**config.mk**
```make
export PLATFORM = sky130hd
export DESIGN_NAME = core2_top
export DESIGN_NICKNAME = d
export VERILOG_FILES = /design/src/rtl/core2_pkg.sv /design/src/rtl/core2_regfile.sv /design/src/rtl/core2_front.sv /design/src/rtl/core2_back.sv /design/src/rtl/core2_top.sv
export SDC_FILE = /design/constraint.sdc
export NUM_CORES = 1
export LEC_CHECK = 0
export ABC_AREA = 1
export BUFFER_PORTS_ARGS = -buffer_cell sky130_fd_sc_hd__buf_2
export CAP_MARGIN = 5
export CELL_PAD_IN_SITES_DETAIL_PLACEMENT = 0
export CELL_PAD_IN_SITES_GLOBAL_PLACEMENT = 1
export CORE_AREA = 2 2 149 151
export CTS_CLUSTER_DIAMETER = 40
export DETAILED_ROUTE_END_ITERATION = 8
export DIE_AREA = 0 0 151 153
export PLACE_DENSITY_LB_ADDON = 0.3
export REMOVE_ABC_BUFFERS = 1
export SYNTH_ARGS = -nofsm -noshare
export SYNTH_HDL_FRONTEND = slang
export SYNTH_SLANG_ARGS = --single-unit
```
**constraint.sdc**
```tcl
create_clock -name clk -period 4.85 [get_ports clk]
set_input_delay 0.97 -clock clk [delete_from_list [all_inputs] [get_ports clk]]
set_output_delay 0.97 -clock clk [all_outputs]
set_load 0.01 [all_outputs]
```
**src/rtl/core2_pkg.sv**
```systemverilog
package core2_pkg;

    localparam int XLEN    = 16;
    localparam int NREGS   = 8;
    localparam int RIDX_W  = $clog2(NREGS);
    localparam int PC_W    = 8;
    localparam int DADDR_W = 8;
    localparam int ILEN    = 16;

    typedef enum logic [1:0] {
        OP_ADD = 2'b00,
        OP_BZ  = 2'b01,
        OP_LD  = 2'b10,
        OP_ST  = 2'b11
    } op_e;

    typedef struct packed {
        op_e               op;
        logic [RIDX_W-1:0] dst;
        logic [RIDX_W-1:0] src_a;
        logic [RIDX_W-1:0] src_b;
        logic              wr;
        logic [PC_W-1:0]   tgt;
    } dec_t;

    typedef struct packed {
        logic              valid;
        op_e               op;
        logic              wr;
        logic [RIDX_W-1:0] dst;
        logic [XLEN-1:0]   a;
        logic [XLEN-1:0]   b;
        logic [PC_W-1:0]   tgt;
    } slot_t;

    function automatic dec_t decode(input logic [ILEN-1:0] w);
        dec_t d;
        d.op    = op_e'(w[15:14]);
        d.dst   = w[13:11];
        d.tgt   = w[PC_W-1:0];
        d.wr    = (d.op == OP_ADD) || (d.op == OP_LD);
        d.src_a = (d.op == OP_ADD) ? w[10:8] : w[13:11];
        d.src_b = (d.op == OP_ADD) ? w[7:5]  : w[10:8];
        return d;
    endfunction

    function automatic logic reads_a(input op_e op);
        return op != OP_LD;
    endfunction

    function automatic logic reads_b(input op_e op);
        return op != OP_BZ;
    endfunction

endpackage

```
**src/rtl/core2_regfile.sv**
```systemverilog
module core2_regfile
    import core2_pkg::*;
#(
    parameter bit FWD = 1'b1
) (
    input  logic              clk,
    input  logic              rst,
    input  logic              we,
    input  logic [RIDX_W-1:0] waddr,
    input  logic [XLEN-1:0]   wdata,
    input  logic [RIDX_W-1:0] raddr_a,
    input  logic [RIDX_W-1:0] raddr_b,
    output logic [XLEN-1:0]   rdata_a,
    output logic [XLEN-1:0]   rdata_b
);

    logic [XLEN-1:0] regs [NREGS];

    always_ff @(posedge clk) begin
        if (rst) begin
            for (int i = 0; i < NREGS; i++) regs[i] <= '0;
        end else if (we) begin
            regs[waddr] <= wdata;
        end
    end

    generate
        if (FWD) begin : g_wr_first
            // the write of this cycle is seen by the read of this cycle
            always_comb begin
                rdata_a = (we && waddr == raddr_a) ? wdata : regs[raddr_a];
                rdata_b = (we && waddr == raddr_b) ? wdata : regs[raddr_b];
            end
        end else begin : g_rd_first
            always_comb begin
                rdata_a = regs[raddr_a];
                rdata_b = regs[raddr_b];
            end
        end
    endgenerate

endmodule

```
**src/rtl/core2_front.sv**
```systemverilog
module core2_front
    import core2_pkg::*;
#(
    parameter bit FWD = 1'b1
) (
    input  logic              clk,
    input  logic              rst,
    input  logic [ILEN-1:0]   instr,
    input  logic              redirect,
    input  logic [PC_W-1:0]   redirect_pc,
    input  logic [XLEN-1:0]   rdata_a,
    input  logic [XLEN-1:0]   rdata_b,
    output logic [RIDX_W-1:0] raddr_a,
    output logic [RIDX_W-1:0] raddr_b,
    output logic [PC_W-1:0]   pc,
    output logic              stall,
    output slot_t             slot
);

    dec_t dec;

    always_comb begin
        dec     = decode(instr);
        raddr_a = dec.src_a;
        raddr_b = dec.src_b;
    end

    generate
        if (FWD) begin : g_no_hazard
            // the pending entry retires and is bypassed this cycle
            assign stall = 1'b0;
        end else begin : g_hazard
            always_comb begin
                stall = slot.valid && slot.wr &&
                        ((reads_a(dec.op) && dec.src_a == slot.dst) ||
                         (reads_b(dec.op) && dec.src_b == slot.dst));
            end
        end
    endgenerate

    always_ff @(posedge clk) begin
        if (rst) begin
            pc   <= '0;
            slot <= '0;
        end else if (redirect) begin
            pc   <= redirect_pc;
            slot <= '0;
        end else if (stall) begin
            slot <= '0;
        end else begin
            pc         <= pc + 1'b1;
            slot.valid <= 1'b1;
            slot.op    <= dec.op;
            slot.wr    <= dec.wr;
            slot.dst   <= dec.dst;
            slot.a     <= rdata_a;
            slot.b     <= rdata_b;
            slot.tgt   <= dec.tgt;
        end
    end

endmodule

```
**src/rtl/core2_back.sv**
```systemverilog
module core2_back
    import core2_pkg::*;
(
    input  slot_t              slot,
    input  logic [XLEN-1:0]    dmem_rdata,
    output logic               wb_en,
    output logic [RIDX_W-1:0]  wb_idx,
    output logic [XLEN-1:0]    wb_val,
    output logic [DADDR_W-1:0] dmem_addr,
    output logic               dmem_we,
    output logic [XLEN-1:0]    dmem_wdata,
    output logic               taken,
    output logic [PC_W-1:0]    target
);

    always_comb begin
        wb_en      = slot.valid && slot.wr;
        wb_idx     = slot.dst;
        wb_val     = (slot.op == OP_ADD) ? slot.a + slot.b : dmem_rdata;
        dmem_addr  = slot.b[DADDR_W-1:0];
        dmem_we    = slot.valid && (slot.op == OP_ST);
        dmem_wdata = slot.a;
        taken      = slot.valid && (slot.op == OP_BZ) && (slot.a == '0);
        target     = slot.tgt;
    end

endmodule

```
**src/rtl/core2_top.sv**
```systemverilog
module core2_top
    import core2_pkg::*;
#(
    parameter bit FWD = 1'b1
) (
    input  logic               clk,
    input  logic               rst,
    output logic [PC_W-1:0]    imem_addr,
    input  logic [ILEN-1:0]    imem_data,
    output logic [DADDR_W-1:0] dmem_addr,
    output logic               dmem_we,
    output logic [XLEN-1:0]    dmem_wdata,
    input  logic [XLEN-1:0]    dmem_rdata
);

    slot_t             slot;
    logic              stall;
    logic              br_taken;
    logic [PC_W-1:0]   br_target;
    logic              wb_en;
    logic [RIDX_W-1:0] wb_idx;
    logic [XLEN-1:0]   wb_val;
    logic [RIDX_W-1:0] raddr_a, raddr_b;
    logic [XLEN-1:0]   rdata_a, rdata_b;

    core2_regfile #(.FWD(FWD)) u_rf (
        .clk     (clk),
        .rst     (rst),
        .we      (wb_en),
        .waddr   (wb_idx),
        .wdata   (wb_val),
        .raddr_a (raddr_a),
        .raddr_b (raddr_b),
        .rdata_a (rdata_a),
        .rdata_b (rdata_b)
    );

    core2_front #(.FWD(FWD)) u_front (
        .clk         (clk),
        .rst         (rst),
        .instr       (imem_data),
        .redirect    (br_taken),
        .redirect_pc (br_target),
        .rdata_a     (rdata_a),
        .rdata_b     (rdata_b),
        .raddr_a     (raddr_a),
        .raddr_b     (raddr_b),
        .pc          (imem_addr),
        .stall       (stall),
        .slot        (slot)
    );

    core2_back u_back (
        .slot       (slot),
        .dmem_rdata (dmem_rdata),
        .wb_en      (wb_en),
        .wb_idx     (wb_idx),
        .wb_val     (wb_val),
        .dmem_addr  (dmem_addr),
        .dmem_we    (dmem_we),
        .dmem_wdata (dmem_wdata),
        .taken      (br_taken),
        .target     (br_target)
    );

endmodule

```
# Word-level counts from Yosys, hierarchy flattened
# Memories as Yosys holds them, arrays and structs flattened.
# Cells that the tools add are included.
# Widths: inputs -> output; s select.
[totals]
reg_bits = 55
ram_bits = 128
wordCells = 43
n_memories = 1
[op_classes]
n_addsub = 2
eq_ne = 5
reduce_logical = 12
n_mux = 15
[memory_table]
columns = ["name", "words", "width", "rd", "rd_clocked_by_memory_dff", "wr", "line_no", "text"]
rows = [
  ["u_rf.regs", 8, 16, 2, 0, 8, "core2_regfile.sv:17", "logic [XLEN-1:0] regs [NREGS];"],
]
[op_table]
columns = ["op", "n"]
rows = [
  ["$mux 16", 4],
  ["$mux 47", 1],
  ["$add 16x16->16", 1],
  ["$logic_not 16->1", 1],
  ["$reduce_or 16->1", 1],
  ["$mux 3", 3],
  ["$add 8x1->8 const B", 1],
  ["$mux 8", 1],
  ["$eq 3x3->1", 2],
  ["$logic_and 1x1->1", 6],
  ["$mux 1", 6],
  ["$eq 2x2->1 const B", 2],
  ["$logic_not 2->1", 2],
  ["$eq 2x1->1 const B", 1],
  ["$reduce_or 2->1", 1],
  ["$logic_or 1x1->1", 1],
]

# Longest topological paths before layout
# Gate-level depths: netlist (run 1).
[logic_depth]
depth_word = 6
depth_mapped = 14
ltp_nobuf = 14

# By module
# From an unflattened synthesis (run 1), not the netlist that was laid out.
[hier_totals]
cells_unflattened = 1563
hier_area_um2 = 11059.4
[by_module_without_submodules]
columns = ["module", "area_each_um2", "seq_area_each_um2", "cells_each", "n_inst"]
rows = [
  ["core2_regfile", 7717.4, 3843.7, 1057, 1],
  ["core2_front", 1929.4, 1101.1, 235, 1],
  ["core2_back", 1412.6, 0.0, 271, 1],
]

# Worst setup path before layout (run 1)
# OpenSTA, ideal clock, no wires.
[synth_path]
path_kind = "input port to flip-flop"
from = "input port rst"
to = "memory u_rf.regs[0][0], enable pin"
t_required_ps = 4478
n_path_buf = 1
slack_ps = 2371
setup_time_ps = 372
stages = 6
arrival_time_ps = 2108
path_cell_list = "inv_1 nand2_1 nor2_1 nand2_1 clkbuf_1 nand2_1"
[synth_rtl]
columns = ["item", "line_no", "text"]
rows = [
  ["from (decl)", "core2_top.sv:7", "input logic rst,"],
  ["to (decl)", "core2_regfile.sv:17", ""],
]

# Worst setup path in the final report (run 1)
[layout_path]
from = "register, netlist name u_front.slot[25]"
to = "register, netlist name u_front.slot[39]"
[layout_between]
elab_chain_len = 3
[layout_rtl]
columns = ["item", "line_no"]
rows = [
  ["$add 16x16->16 or $logic_not 16->1 (tied branches)", "core2_back.sv:19, core2_back.sv:23"],
  ["$mux 16 or $logic_and 1x1->1 (tied branches)", "core2_back.sv:19, core2_back.sv:23"],
  ["$mux 16 or $reduce_or 2->1 (tied branches)", "-"],
]
# Several ways; a longest one is shown, not always the timed one.
# A chain may end at the register's enable or synchronous reset.

==> impl_results.md, run 1 <==
* WP data required at 5.18 ns
* Slew HR at 24.0%
* Buf/Inv on CP at 3
* Switching part of the total at 30.4%
* Final WL at 32600 um
* Htree depth at 4
* Slowest-stage cell, CP: nand2_1
* Total number of vias at 9208
* Tightest Hold Check Type: reg -> reg
* Reg power frac at 45.7%
* Commonest non-fill, non-tap cell in the layout: nand2_1
* Clk network pwr share at 34.9%
* Final setup vio count at 0
* Post-CTS Setup Bufs at 0
* P_leak at 4.89 nW
* Setup TNS Final at 0 ns
* DP Area at 0.0106 mm^2
* Dpl ws at 1.33 ns
* Yosys top cell area share at 37.3%
* Cell taking the most area after synthesis: edfxtp_1
* # resized after CTS at 0
* Max_cap viols at 0
* Worst Max-Slew Pin Slew at 1.14 ns
* Initial Utilization at 48.0%
* Clock buffer depth at 2
* Chip Width at 151 um
* Die height at 153 um
* Min Tclk post-route at 3.38 ns
* Number of synthesis warnings at 0
* Nature of the critical path endpoint: flop
* Antenna-violating nets left at 0
* Pins over their slew limit at 0
* Status: finished clean
* Fmax at 0.296 GHz
* CP top delay family: simple AND/OR/NAND/NOR gates
* Distinct cells, synth at 37
* Gr ovfl total at 0
* CP max stage delay at 0.66 ns
* Synth Cell Area at 0.0103 mm^2
* Synth top area cells: edfxtp_1 (37%), nand2_1 (14%), dfxtp_1 (11%), nand3_1 (9.5%), nor2_1 (7.2%)
* Via/cell ratio at 5.61
* Core Region at 0.0215 mm^2
* P_sw at 0.00120 W
* Synth Instances at 1338
* Num rows at 54
* Post-CTS Hold Fix Bufs at 0
* Tot Pwr at 0.00395 W
* Post-layout nets at 1399
* Placer Congestion at 0.899
* Vias in the first global route at 8611
* Root Driver: clkbuf_16
* DR pass1 iterations at 6
* DR WL/cell at 19.9 um
* Comb power frac at 19.4%
* Gr usage total at 28.6%
* Startpoint types: flop
* Syn Area/Cell at 7.71 um^2
* Post-layout util at 51.8%
* Most frequent cells in the layout: nand2_1 (380), nor2_1 (198), nand3_1 (196)
* Crit Path Max Fanout at 32
* Register area share after synthesis at 47.9%
* Yosys reg bits at 183
* IO Port Bufs at 66
* PwrDens at 354 mW/mm^2
* Initial antenna violation count at 0
* Fin area at 0.0111 mm^2
* Ant. Diodes at 0
* RSZ-0062 raised after global routing: false
* Peak supply drop at 0.276 mV
* Die area at 0.0231 mm^2
* Crit path cell chain: nor2_1, nand2_1, nor4_1, nand3b_1, nand2_1, inv_1, nand2_1, clkinv_1, nand2_1, inv_1
* CTS buffer count at 17
* CTS tree: built
* # IOs at 67
* Reg clk slew, reported paths at 0.07 ns
* Clock Latency Late Sink at 0.43 ns
* # fillers at 2096
* Layout cells sized above 1 at 10.4%
* Final Worst Setup Slack at 1.47 ns
* Internal Power at 0.00274 W
* Area grow syn2layout at 7.99%
* Post-DP HPWL at 21800 um
* DR DRC count at 0
* Most frequent CP cell: nand2_1
* Critical path class: reg -> reg
* CP Data Arrival Time at 3.71 ns
* Largest net degree at the start of global routing at 39
* Fin. Hold Viols at 0
* Final Skew at 0.00981 ns
* First-pass GRT wire length at 49000 um
* Clock Sink Count at 183
* Final worst-path cycle share at 69.7%
* DR iter-0 viols at 1070
[flip-flops by register name, summed over array words and instances, names as in the netlist]
| signal | cells |
|---|---|
| u_front.slot | 47 |
| u_front.pc | 8 |
| u_rf.regs | 128 |
[synth_stat cells]
cell type    n
nor2_1     199
inv_1       93
dfxtp_1     55
o21ai_2      5
nor2_4       1
nand3_2      1
fa_1         1
o21ai_4      1
nand3b_1     1
inv_2        3
xnor2_1      2
o22ai_1      5
a21oi_2      1
a31oi_1      2
nand4_1      5
buf_6       11
nand2_1    380
clkinv_1     7
nand3_1    196
o21ai_1     15
buf_2       17
clkbuf_1    27
a211oi_1     2
nor4_1       1
o21bai_1     1
o21ai_0     31
nor3b_1      1
o211ai_1    25
edfxtp_1   128
buf_4       36
or2_2        9
nor3_1       3
nand2_2      7
ha_1        16
xor2_1       4
and2_1       3
a21oi_1     43
[area by class of cell]
cell class	instances	area, um^2	share of cell area (%)
sequential	183	4940	44.4
multi-input combinational	961	4420	39.7
clock buffer	22	497	4.46
timing repair buffer	82	450	4.04
inverter	103	387	3.47
tap	280	350	3.15
clock inverter	10	90.1	0.809
[path summary, 6_finish.rpt]
kind | startpoint | endpoint | slack (ns) | depth (start not counted)
worst min register to register | u_front.slot[1] | u_front.pc[1] | 0.48 | 2
worst max register to register | u_front.slot[25] | u_front.slot[39] | 1.47 | 10
worst max-delay path | u_front.slot[25] | u_front.slot[39] | 1.47 | 10
worst min-delay path | u_front.slot[1] | u_front.pc[1] | 0.48 | 2
[power by group through the flow]
stage,Combinational [W],Clock (W),Sequential [W]
global route,0.000837,0.00144,0.00181
global placement,0.000745,0,0.00184
detailed placement,0.000747,0,0.00184
CTS,0.000751,0.00138,0.00180
floorplan,0.000453,0,0.00183
finish,0.000764,0.00138,0.00180
[kinds of logic after synthesis]
kind of cell,after synthesis,share of synthesized area (%)
adder cells (fa/ha/maj),17,2.13
buffers and inverters,194,9.38
XOR/XNOR,6,0.509
AND/OR/NAND/NOR,807,32.6
AO/OA/AOI/OAI,131,7.45
flip-flops,183,47.9
[worst reg2reg max path, cell delays in order (launching register included)]
cell and delay [ns]:
dfxtp_1 0.36, nor2_1 0.11, nand2_1 0.20, nor4_1 0.37, nand3b_1 0.51, nand2_1 0.67, inv_1 0.65, nand2_1 0.24
clkinv_1 0.09, nand2_1 0.06, inv_1 0.03
[per-stage QoR]
stage / instances / hold WS, ns
2_1_floorplan: 1247 / 0.455
3_3_place_gp: 1609 / 0.472
3_5_place_dp: 1609 / 0.471
4_1_cts: 1641 / 0.480
5_1_grt: 1641 / 0.493
6_report: 1641 / 0.477
[layer usage]
| metal | GRT usage (%) | share of wire (%) |
|---|---|---|
| met2 | 44.6 | 46 |
| met3 | 6.30 | 11 |
| met4 | 8.86 | 2.0 |
| met1 | 39.8 | 41 |
| met5 | 0 | 0 |
Note: power is estimated with default switching activity, not from simulation.
==> run 2: changes to the inputs <==
--- a/config.mk
+++ b/config.mk
@@ -5,15 +5,15 @@
 export SDC_FILE = /design/constraint.sdc
 export NUM_CORES = 1
 export LEC_CHECK = 0
-export ABC_AREA = 1
+export ABC_AREA = 0
 export BUFFER_PORTS_ARGS = -buffer_cell sky130_fd_sc_hd__buf_2
 export CAP_MARGIN = 5
 export CELL_PAD_IN_SITES_DETAIL_PLACEMENT = 0
 export CELL_PAD_IN_SITES_GLOBAL_PLACEMENT = 1
-export CORE_AREA = 2 2 149 151
+export CORE_AREA = 2 2 145 147
 export CTS_CLUSTER_DIAMETER = 40
 export DETAILED_ROUTE_END_ITERATION = 8
-export DIE_AREA = 0 0 151 153
+export DIE_AREA = 0 0 147 149
 export PLACE_DENSITY_LB_ADDON = 0.3
 export REMOVE_ABC_BUFFERS = 1
 export SYNTH_ARGS = -nofsm -noshare
==> constraint.sdc (replaced) <==
create_clock -name clk -period 3.5 [get_ports clk]
set_input_delay 0.7 -clock clk [delete_from_list [all_inputs] [get_ports clk]]
set_output_delay 0.7 -clock clk [all_outputs]
set_load 0.01 [all_outputs]
==> run 2 against run 1 <==
Against the previous run: cell area barely moved; core utilization increased by 2.4 points; cell count is 22% lower; synthesized cell count fell by 30%; die area is 5.2% lower; combinational power up 31%; clock skew is essentially flat; global-route usage decreased by 0.32 points; sequential power increased by 39%; synthesized area is 4.3% lower; total power increased by 37%; fmax rose by 14%.
==> impl_results.md, run 2 <==
* Status: finished clean
* Largest Register: u_rf.regs
* Reg power frac at 46.0% (+0.3 points)
* Gr usage total at 28.3% (-0.32 points)
* Clock Sink Count at 183 (unchanged)
* # fillers at 1838 (-12%)
* DR WL/cell at 23.9 um (+20%)
* First-pass GRT wire length at 45300 um (-7.7%)
* RSZ-0062 raised after global routing: false
* Clk network pwr share at 35.5% (+0.6 points)
* Fmax at 0.336 GHz (+14%)
* Final worst-path cycle share at 85.1% (+15 points)
* Switching part of the total at 29.8% (-0.66 points)
* Htree depth at 4 (unchanged)
* Final setup vio count at 0 (unchanged)
* Internal Power at 0.00381 W (+39%)
* Placer Congestion at 0.855 (-4.8%)
* Slew HR at 39.2% (+15 points)
* Final std cells w/o fill at 1274 (-22%)
* Die area at 0.0219 mm^2 (-5.2%)
* Ant. Diodes at 0 (unchanged)
* Synth Cell Area at 0.00987 mm^2 (-4.3%)
* Top flop regs: u_rf.regs: 128 flops, u_front.slot: 47 flops, u_front.pc: 8 flops
* Fin. Hold Viols at 0 (unchanged)
* Gr ovfl total at 0 (unchanged)
* Synth top area cells: edfxtp_1 (39%), dfxtp_1 (11%), mux2i_1 (6.3%), nor2_1 (6.1%), a211oi_1 (5.1%)
* Comb power frac at 18.5% (-0.9 points)
* Most frequent cell after synthesis: nor2_1
* Area grow syn2layout at 12.9%
* Num rows at 53 (-1.9%)
* Initial antenna violation count at 0 (unchanged)
* DR pass1 iterations at 7 (+1)
* Total number of vias at 7707 (-16%)
* Clock Latency Late Sink at 0.44 ns (about the same)
* Syn Area/Cell at 10.5 um^2 (+36%)
* Top post-synthesis cells by count: nor2_1 (160), edfxtp_1 (128), nand2_1 (91), a211oi_1 (67), mux2i_1 (62)
* Distinct cells, synth at 54 (+46%)
* Most frequent cells in the layout: nor2_1 (160), edfxtp_1 (128), nand2_1 (91)
* CTS buffer count at 17 (unchanged)
* Critical path class: reg -> reg
* DR iter-0 viols at 762 (-29%)
* Number of synthesis warnings at 0 (unchanged)
* Vias in the first global route at 7306 (-15%)
* Core Region at 0.0206 mm^2 (-4.3%)
* DR DRC count at 0 (unchanged)
* Final Skew at 0.00932 ns (-0.000485 ns)
* Layout cells sized above 1 at 18.1% (+7.8 points)
* IO Port Bufs at 66 (unchanged)
* Register area share after synthesis at 50.1% (+2.1 points)
* CTS tree: built
* Chip Width at 147 um (-2.6%)
* Via/cell ratio at 6.05 (+7.8%)
* # IOs at 67 (unchanged)
* Tightest Hold Check Type: in -> reg
* Post-CTS Hold Fix Bufs at 0 (unchanged)
* P_leak at 4.35 nW (-11%)
* Antenna-violating nets left at 0 (unchanged)
* Root Driver: clkbuf_16
* Max_cap viols at 0 (unchanged)
* Clock buffer depth at 2 (unchanged)
* P_sw at 0.00162 W (+34%)
* Peak supply drop at 0.335 mV (+22%)
* Pins over their slew limit at 0 (unchanged)
* Main flop type after synthesis: edfxtp_1
* Crit Path Max Fanout at 10 (-69%)
* Worst Max-Slew Pin Slew at 0.912 ns (-0.225 ns)
* Placed cell count at 1242 (-23%)
* Cell taking the most area after synthesis: edfxtp_1
* Die height at 149 um (-2.6%)
* Reg clk slew, reported paths at 0.07 ns (about the same)
* Post-layout nets at 1037 (-26%)
* PwrDens at 487 mW/mm^2 (+37%)
* Largest net degree at the start of global routing at 43 (+10%)
* Final Worst Setup Slack at 0.521 ns (-0.947 ns)
* Startpoint types: flop
* Yosys reg bits at 183 (unchanged)
* Share of flip-flops with an asynchronous set or reset at 0% (unchanged)
* CP Data Arrival Time at 3.14 ns (-0.57 ns)
* # resized after CTS at 0 (unchanged)
* Post-CTS Setup Bufs at 0 (unchanged)
* Min Tclk post-route at 2.98 ns (-0.403 ns)
* Number of synthesized flops with an enable pin at 128 (unchanged)
* Nature of the critical path endpoint: flop
* Dpl ws at 0.582 ns (-0.750 ns)
* Final WL at 30400 um (-6.7%)
* Post-DP HPWL at 19600 um (-10%)
* Largest register FFs at 128 (unchanged)
* Synth Instances at 939 (-30%)
* WP data required at 3.67 ns (-1.51 ns)
* Commonest non-fill, non-tap cell in the layout: nor2_1
* Initial Utilization at 48.0% (about the same)
* Yosys top cell area share at 38.9% (+1.7 points)
## run 2: cell count changes after synthesis, sizes merged, moves of 39 or more
cell,before,now
nand2,387,91
nand3,197,9
inv,96,4
a211oi,2,68
mux2i,0,66
o21ai,52,9
and3,0,40
nor2,200,161
## run 2: power groups by stage
stage               Combinational (W)  Clock (W)  Sequential (W)
floorplan                    0.000608          0         0.00253
global placement             0.000989          0         0.00254
detailed placement           0.000989          0         0.00254
CTS                          0.000995    0.00195         0.00249
global route                  0.00108    0.00203         0.00250
finish                        0.00100    0.00192         0.00250
## run 2: kinds of logic (layout without fill, tap and decap cells)
family / after synthesis / count (layout) / share of synthesized area (%)
AOI/OAI and AO/OA: 182 / 182 / 13.0
and+or+nand+nor: 359 / 359 / 16.5
buffers and inverters: 91 / 151 / 4.74
xor gates and xnor gates: 21 / 21 / 1.86
adders and majority gates: 17 / 17 / 2.23
DFF: 183 / 183 / 50.1
muxes: 86 / 86 / 11.5
## run 2: worst max-delay path, stage by stage, from the launching register on
cell	delay, ns
dfxtp_1	0.34
ha_1	0.27
fa_1	0.43
a21o_1	0.24
a311o_1	0.40
and2_1	0.22
and3_1	0.20
nor3_2	0.52
nor2_1	0.09
## run 2: through the flow
| stage | hold WS [ns] | instance area, um^2 | power, W | util (%) | setup TNS [ns] |
|---|---|---|---|---|---|
| 3_5_place_dp | 0.453 | 10600 | 0.00353 | 51.4 | 0 |
| 6_report | 0.452 | 11100 | 0.00542 | 54.2 | 0 |
| 2_1_floorplan | 0.431 | 9420 | 0.00314 | - | -1.89 |
| 5_1_grt | 0.444 | 11100 | 0.00561 | 54.2 | 0 |
| 4_1_cts | 0.439 | 11100 | 0.00544 | 54.2 | 0 |
| 3_3_place_gp | 0.438 | 10600 | 0.00353 | 51.4 | 0 |
## run 2: final timing paths
path	start	end	slack, ns	cells past startpoint
worst max-delay path	u_front.slot[24]	u_rf.regs[4][12]	0.52	8
worst min-delay path	imem_data[2]	u_front.slot[2]	0.45	2
worst max register to register	u_front.slot[24]	u_rf.regs[4][12]	0.52	8
worst min register to register	u_front.slot[6]	u_front.pc[6]	0.47	2
## run 2: final cells by class
class / instances / area, um^2 / share of cell area (%)
Sequential cell: 183 / 4940 / 44.4
Multi-Input combinational cell: 665 / 4480 / 40.2
Timing Repair Buffer: 115 / 773 / 6.94
Clock buffer: 17 / 425 / 3.82
Tap cell: 275 / 344 / 3.09
Clock inverter: 15 / 165 / 1.48
Inverter: 4 / 15.0 / 0.135
## run 2: per-layer routing
metal | global-route usage [%] | vias to the layer above | routed length [um]
met5 | 0 | - | 0
met4 | 11.1 | 0 | 1010
met2 | 45.7 | 391 | 14200
li1 | - | 3546 | -
met3 | 5.41 | 69 | 2710
met1 | 38.0 | 3701 | 12500
==> run 3: changes to the inputs <==
--- a/config.mk
+++ b/config.mk
@@ -14,8 +14,7 @@
 export CTS_CLUSTER_DIAMETER = 40
 export DETAILED_ROUTE_END_ITERATION = 8
 export DIE_AREA = 0 0 147 149
-export PLACE_DENSITY_LB_ADDON = 0.3
-export REMOVE_ABC_BUFFERS = 1
+export PLACE_DENSITY = 0.81
 export SYNTH_ARGS = -nofsm -noshare
 export SYNTH_HDL_FRONTEND = slang
 export SYNTH_SLANG_ARGS = --single-unit
==> run 3 against run 2 <==
Against the previous run: worst hold slack better by 0.0019 ns; core utilization is 0.21 points higher; via count is 1.2% lower; total power is 2.1% higher; die area stayed put; count of clock-buffer cells in the layout stayed put; cell area is 0.39% higher; setup slack better by 0.12 ns; global-route usage is 1.8 points lower; clock skew is 0.00064 ns lower.
==> impl_results.md, run 3 (synthesis gave the netlist of run 2 again) <==
* Top flop regs: u_rf.regs: 128 flops, u_front.slot: 47 flops, u_front.pc: 8 flops
* Startpoint types: flop
* IO Port Bufs at 66 (unchanged)
* Multi-input logic area at 0.00448 mm^2 (unchanged)
* Largest net degree at the start of global routing at 43 (unchanged)
* Vias in the first global route at 7296 (-0.14%)
* Critical path class: reg -> reg
* Reg clk slew, reported paths at 0.07 ns (about the same)
* FF-to-FF End: u_rf.regs[2][14]
* CTS tree: built
* Most frequent cells in the layout: nor2_1 (160), edfxtp_1 (128), nand2_1 (91)
* Ant. Diodes at 0 (unchanged)
* Core Region at 0.0206 mm^2 (unchanged)
* Clock Sink Count at 183 (unchanged)
* Initial antenna violation count at 0 (unchanged)
* Fmax at 0.349 GHz (+4.1%)
* Switching part of the total at 29.5% (-0.27 points)
* Clk network pwr share at 35.9% (+0.4 points)
* # resized after CTS at 0 (unchanged)
* FF-to-FF Start: u_front.slot[8]
* Comb power frac at 18.9% (+0.4 points)
* Gr ovfl total at 0 (unchanged)
* Die height at 149 um (unchanged)
* Clock buffer depth at 2 (unchanged)
* DR pass1 iterations at 5 (-2)
* Placer Congestion at 0.883 (+3.2%)
* Worst Reg2Reg Path Length in Cells at 9 (+1)
* Worst hold path cell count at 2 (unchanged)
* Num rows at 53 (unchanged)
* Min Tclk post-route at 2.86 ns (-0.117 ns)
* PwrDens at 495 mW/mm^2 (+1.7%)
* Area grow syn2layout at 13.3%
* Crit Path Max Fanout at 10 (unchanged)
* Max_cap viols at 0 (unchanged)
* Antenna-violating nets left at 0 (unchanged)
* WP data required at 3.69 ns (+0.02 ns)
* Largest Register: u_rf.regs
* CTS buffer count at 17 (unchanged)
* DR iter-0 viols at 778 (+2.1%)
* FF-to-FF setup slack at 0.64 ns (+0.12 ns)
* Die area at 0.0219 mm^2 (unchanged)
* Commonest non-fill, non-tap cell in the layout: nor2_1
* Crit. Startpoint: u_front.slot[8]
* Total number of vias at 7615 (-1.2%)
* Post-layout util at 54.4% (+0.21 points)
* Largest register FFs at 128 (unchanged)
* Post-DP HPWL at 20100 um (+2.5%)
* Initial Utilization at 48.0% (unchanged)
* DR DRC count at 0 (unchanged)
* Status: finished clean
* Synth Net Count at 990
* Nature of the critical path endpoint: flop
* CP Data Arrival Time at 3.05 ns (-0.09 ns)
* Pins over their slew limit at 0 (unchanged)
* Fin. Hold Viols at 0 (unchanged)
* Root Driver: clkbuf_16
* Placed cell count at 1243 (+0.081%)
* Min-Delay Startpoint: imem_data[4]
* RSZ-0062 raised after global routing: false
* First-pass GRT wire length at 43800 um (-3.3%)
* DR WL/cell at 22.3 um (-6.7%)
* Slew HR at 43.9% (+4.7 points)
* Htree depth at 4 (unchanged)
* Post-layout nets at 1038 (+0.096%)
* Final Skew at 0.00868 ns (-0.000635 ns)
* Final WL at 28400 um (-6.6%)
* P_sw at 0.00163 W (+1.1%)
* Final worst-path cycle share at 81.8% (-3.3 points)
* Tot Pwr at 0.00554 W (+2.1%)
* Gr usage total at 26.5% (-1.8 points)
* Post-CTS Hold Fix Bufs at 0 (unchanged)
* Tightest Hold Check Type: in -> reg
* Area taken by flip-flops and latches at 0.00494 mm^2 (unchanged)
* Via/cell ratio at 5.97 (-1.3%)
* # IOs at 67 (unchanged)
* Clock Latency Late Sink at 0.44 ns (about the same)
* Final std cells w/o fill at 1275 (+0.078%)
* Post-CTS Setup Bufs at 0 (unchanged)
* P_leak at 4.37 nW (+0.39%)
* Internal Power at 0.00390 W (+2.4%)
* Layout cells sized above 1 at 18.3% (+0.18 points)
* Hold slack at 0.454 ns (+0.00186 ns)
* Hold endpoint: u_front.slot[4]
* Reg power frac at 45.2% (-0.8 points)
* # fillers at 1798 (-2.2%)
* Peak supply drop at 0.292 mV (-13%)
* Final setup vio count at 0 (unchanged)
* Chip Width at 147 um (unchanged)
* Worst Max-Slew Pin Slew at 0.841 ns (-0.0710 ns)
* Setup TNS Final at 0 ns (unchanged)
run 3: per-layer routing:
layer  global-route usage (%)  share of wire, %  vias up
li1                         -                 -     3558
met1                     39.8                45     3648
met2                     39.3                44      378
met3                     4.89               9.5       31
met4                     7.69               1.5        0
met5                        0                 0        -
run 3: worst max path at each step:
stage | end | slack (ns) | cells after the start
after floorplan | u_rf.regs[0][14] | 0.81 | 8
after global placement | u_front.slot[35] | 0.55 | 8
after detailed placement | u_front.slot[32] | 0.52 | 8
after CTS | u_rf.regs[2][14] | 0.62 | 9
after global routing | u_rf.regs[1][14] | 0.54 | 9
final | u_rf.regs[2][14] | 0.64 | 9
run 3: power by group through the flow:
| stage | combinational, W | clock, W | sequential (W) |
|---|---|---|---|
| global route | 0.00112 | 0.00210 | 0.00251 |
| finish | 0.00105 | 0.00199 | 0.00250 |
| CTS | 0.00103 | 0.00201 | 0.00250 |
| floorplan | 0.000689 | 0 | 0.00251 |
| detailed placement | 0.00103 | 0 | 0.00255 |
| global placement | 0.00102 | 0 | 0.00254 |
run 3: final cells by class:
| class | instances | area share (%) |
|---|---|---|
| clock buffers | 17 | 3.80 |
| clock inverters | 15 | 1.69 |
| inverters | 4 | 0.134 |
| multi-input cells | 665 | 40.0 |
| flip-flops and latches | 183 | 44.2 |
| well taps | 275 | 3.07 |
| repair buffers | 116 | 7.09 |
run 3: stage by stage:
step / worst slack (ns) / area (um^2)
after floorplan: 0.814 / 9870
after detailed placement: 0.517 / 10600
after global routing: 0.541 / 11200
final: 0.638 / 11200
after global placement: 0.547 / 10600
after CTS: 0.621 / 11200
run 3: critical path, stage by stage, from the launching register on:
cell	delay, ns
dfxtp_1	0.34
ha_1	0.25
fa_1	0.42
a21o_1	0.23
a311o_1	0.39
and2_1	0.21
a31o_2	0.27
a221oi_2	0.20
buf_4	0.23
nor2_1	0.06
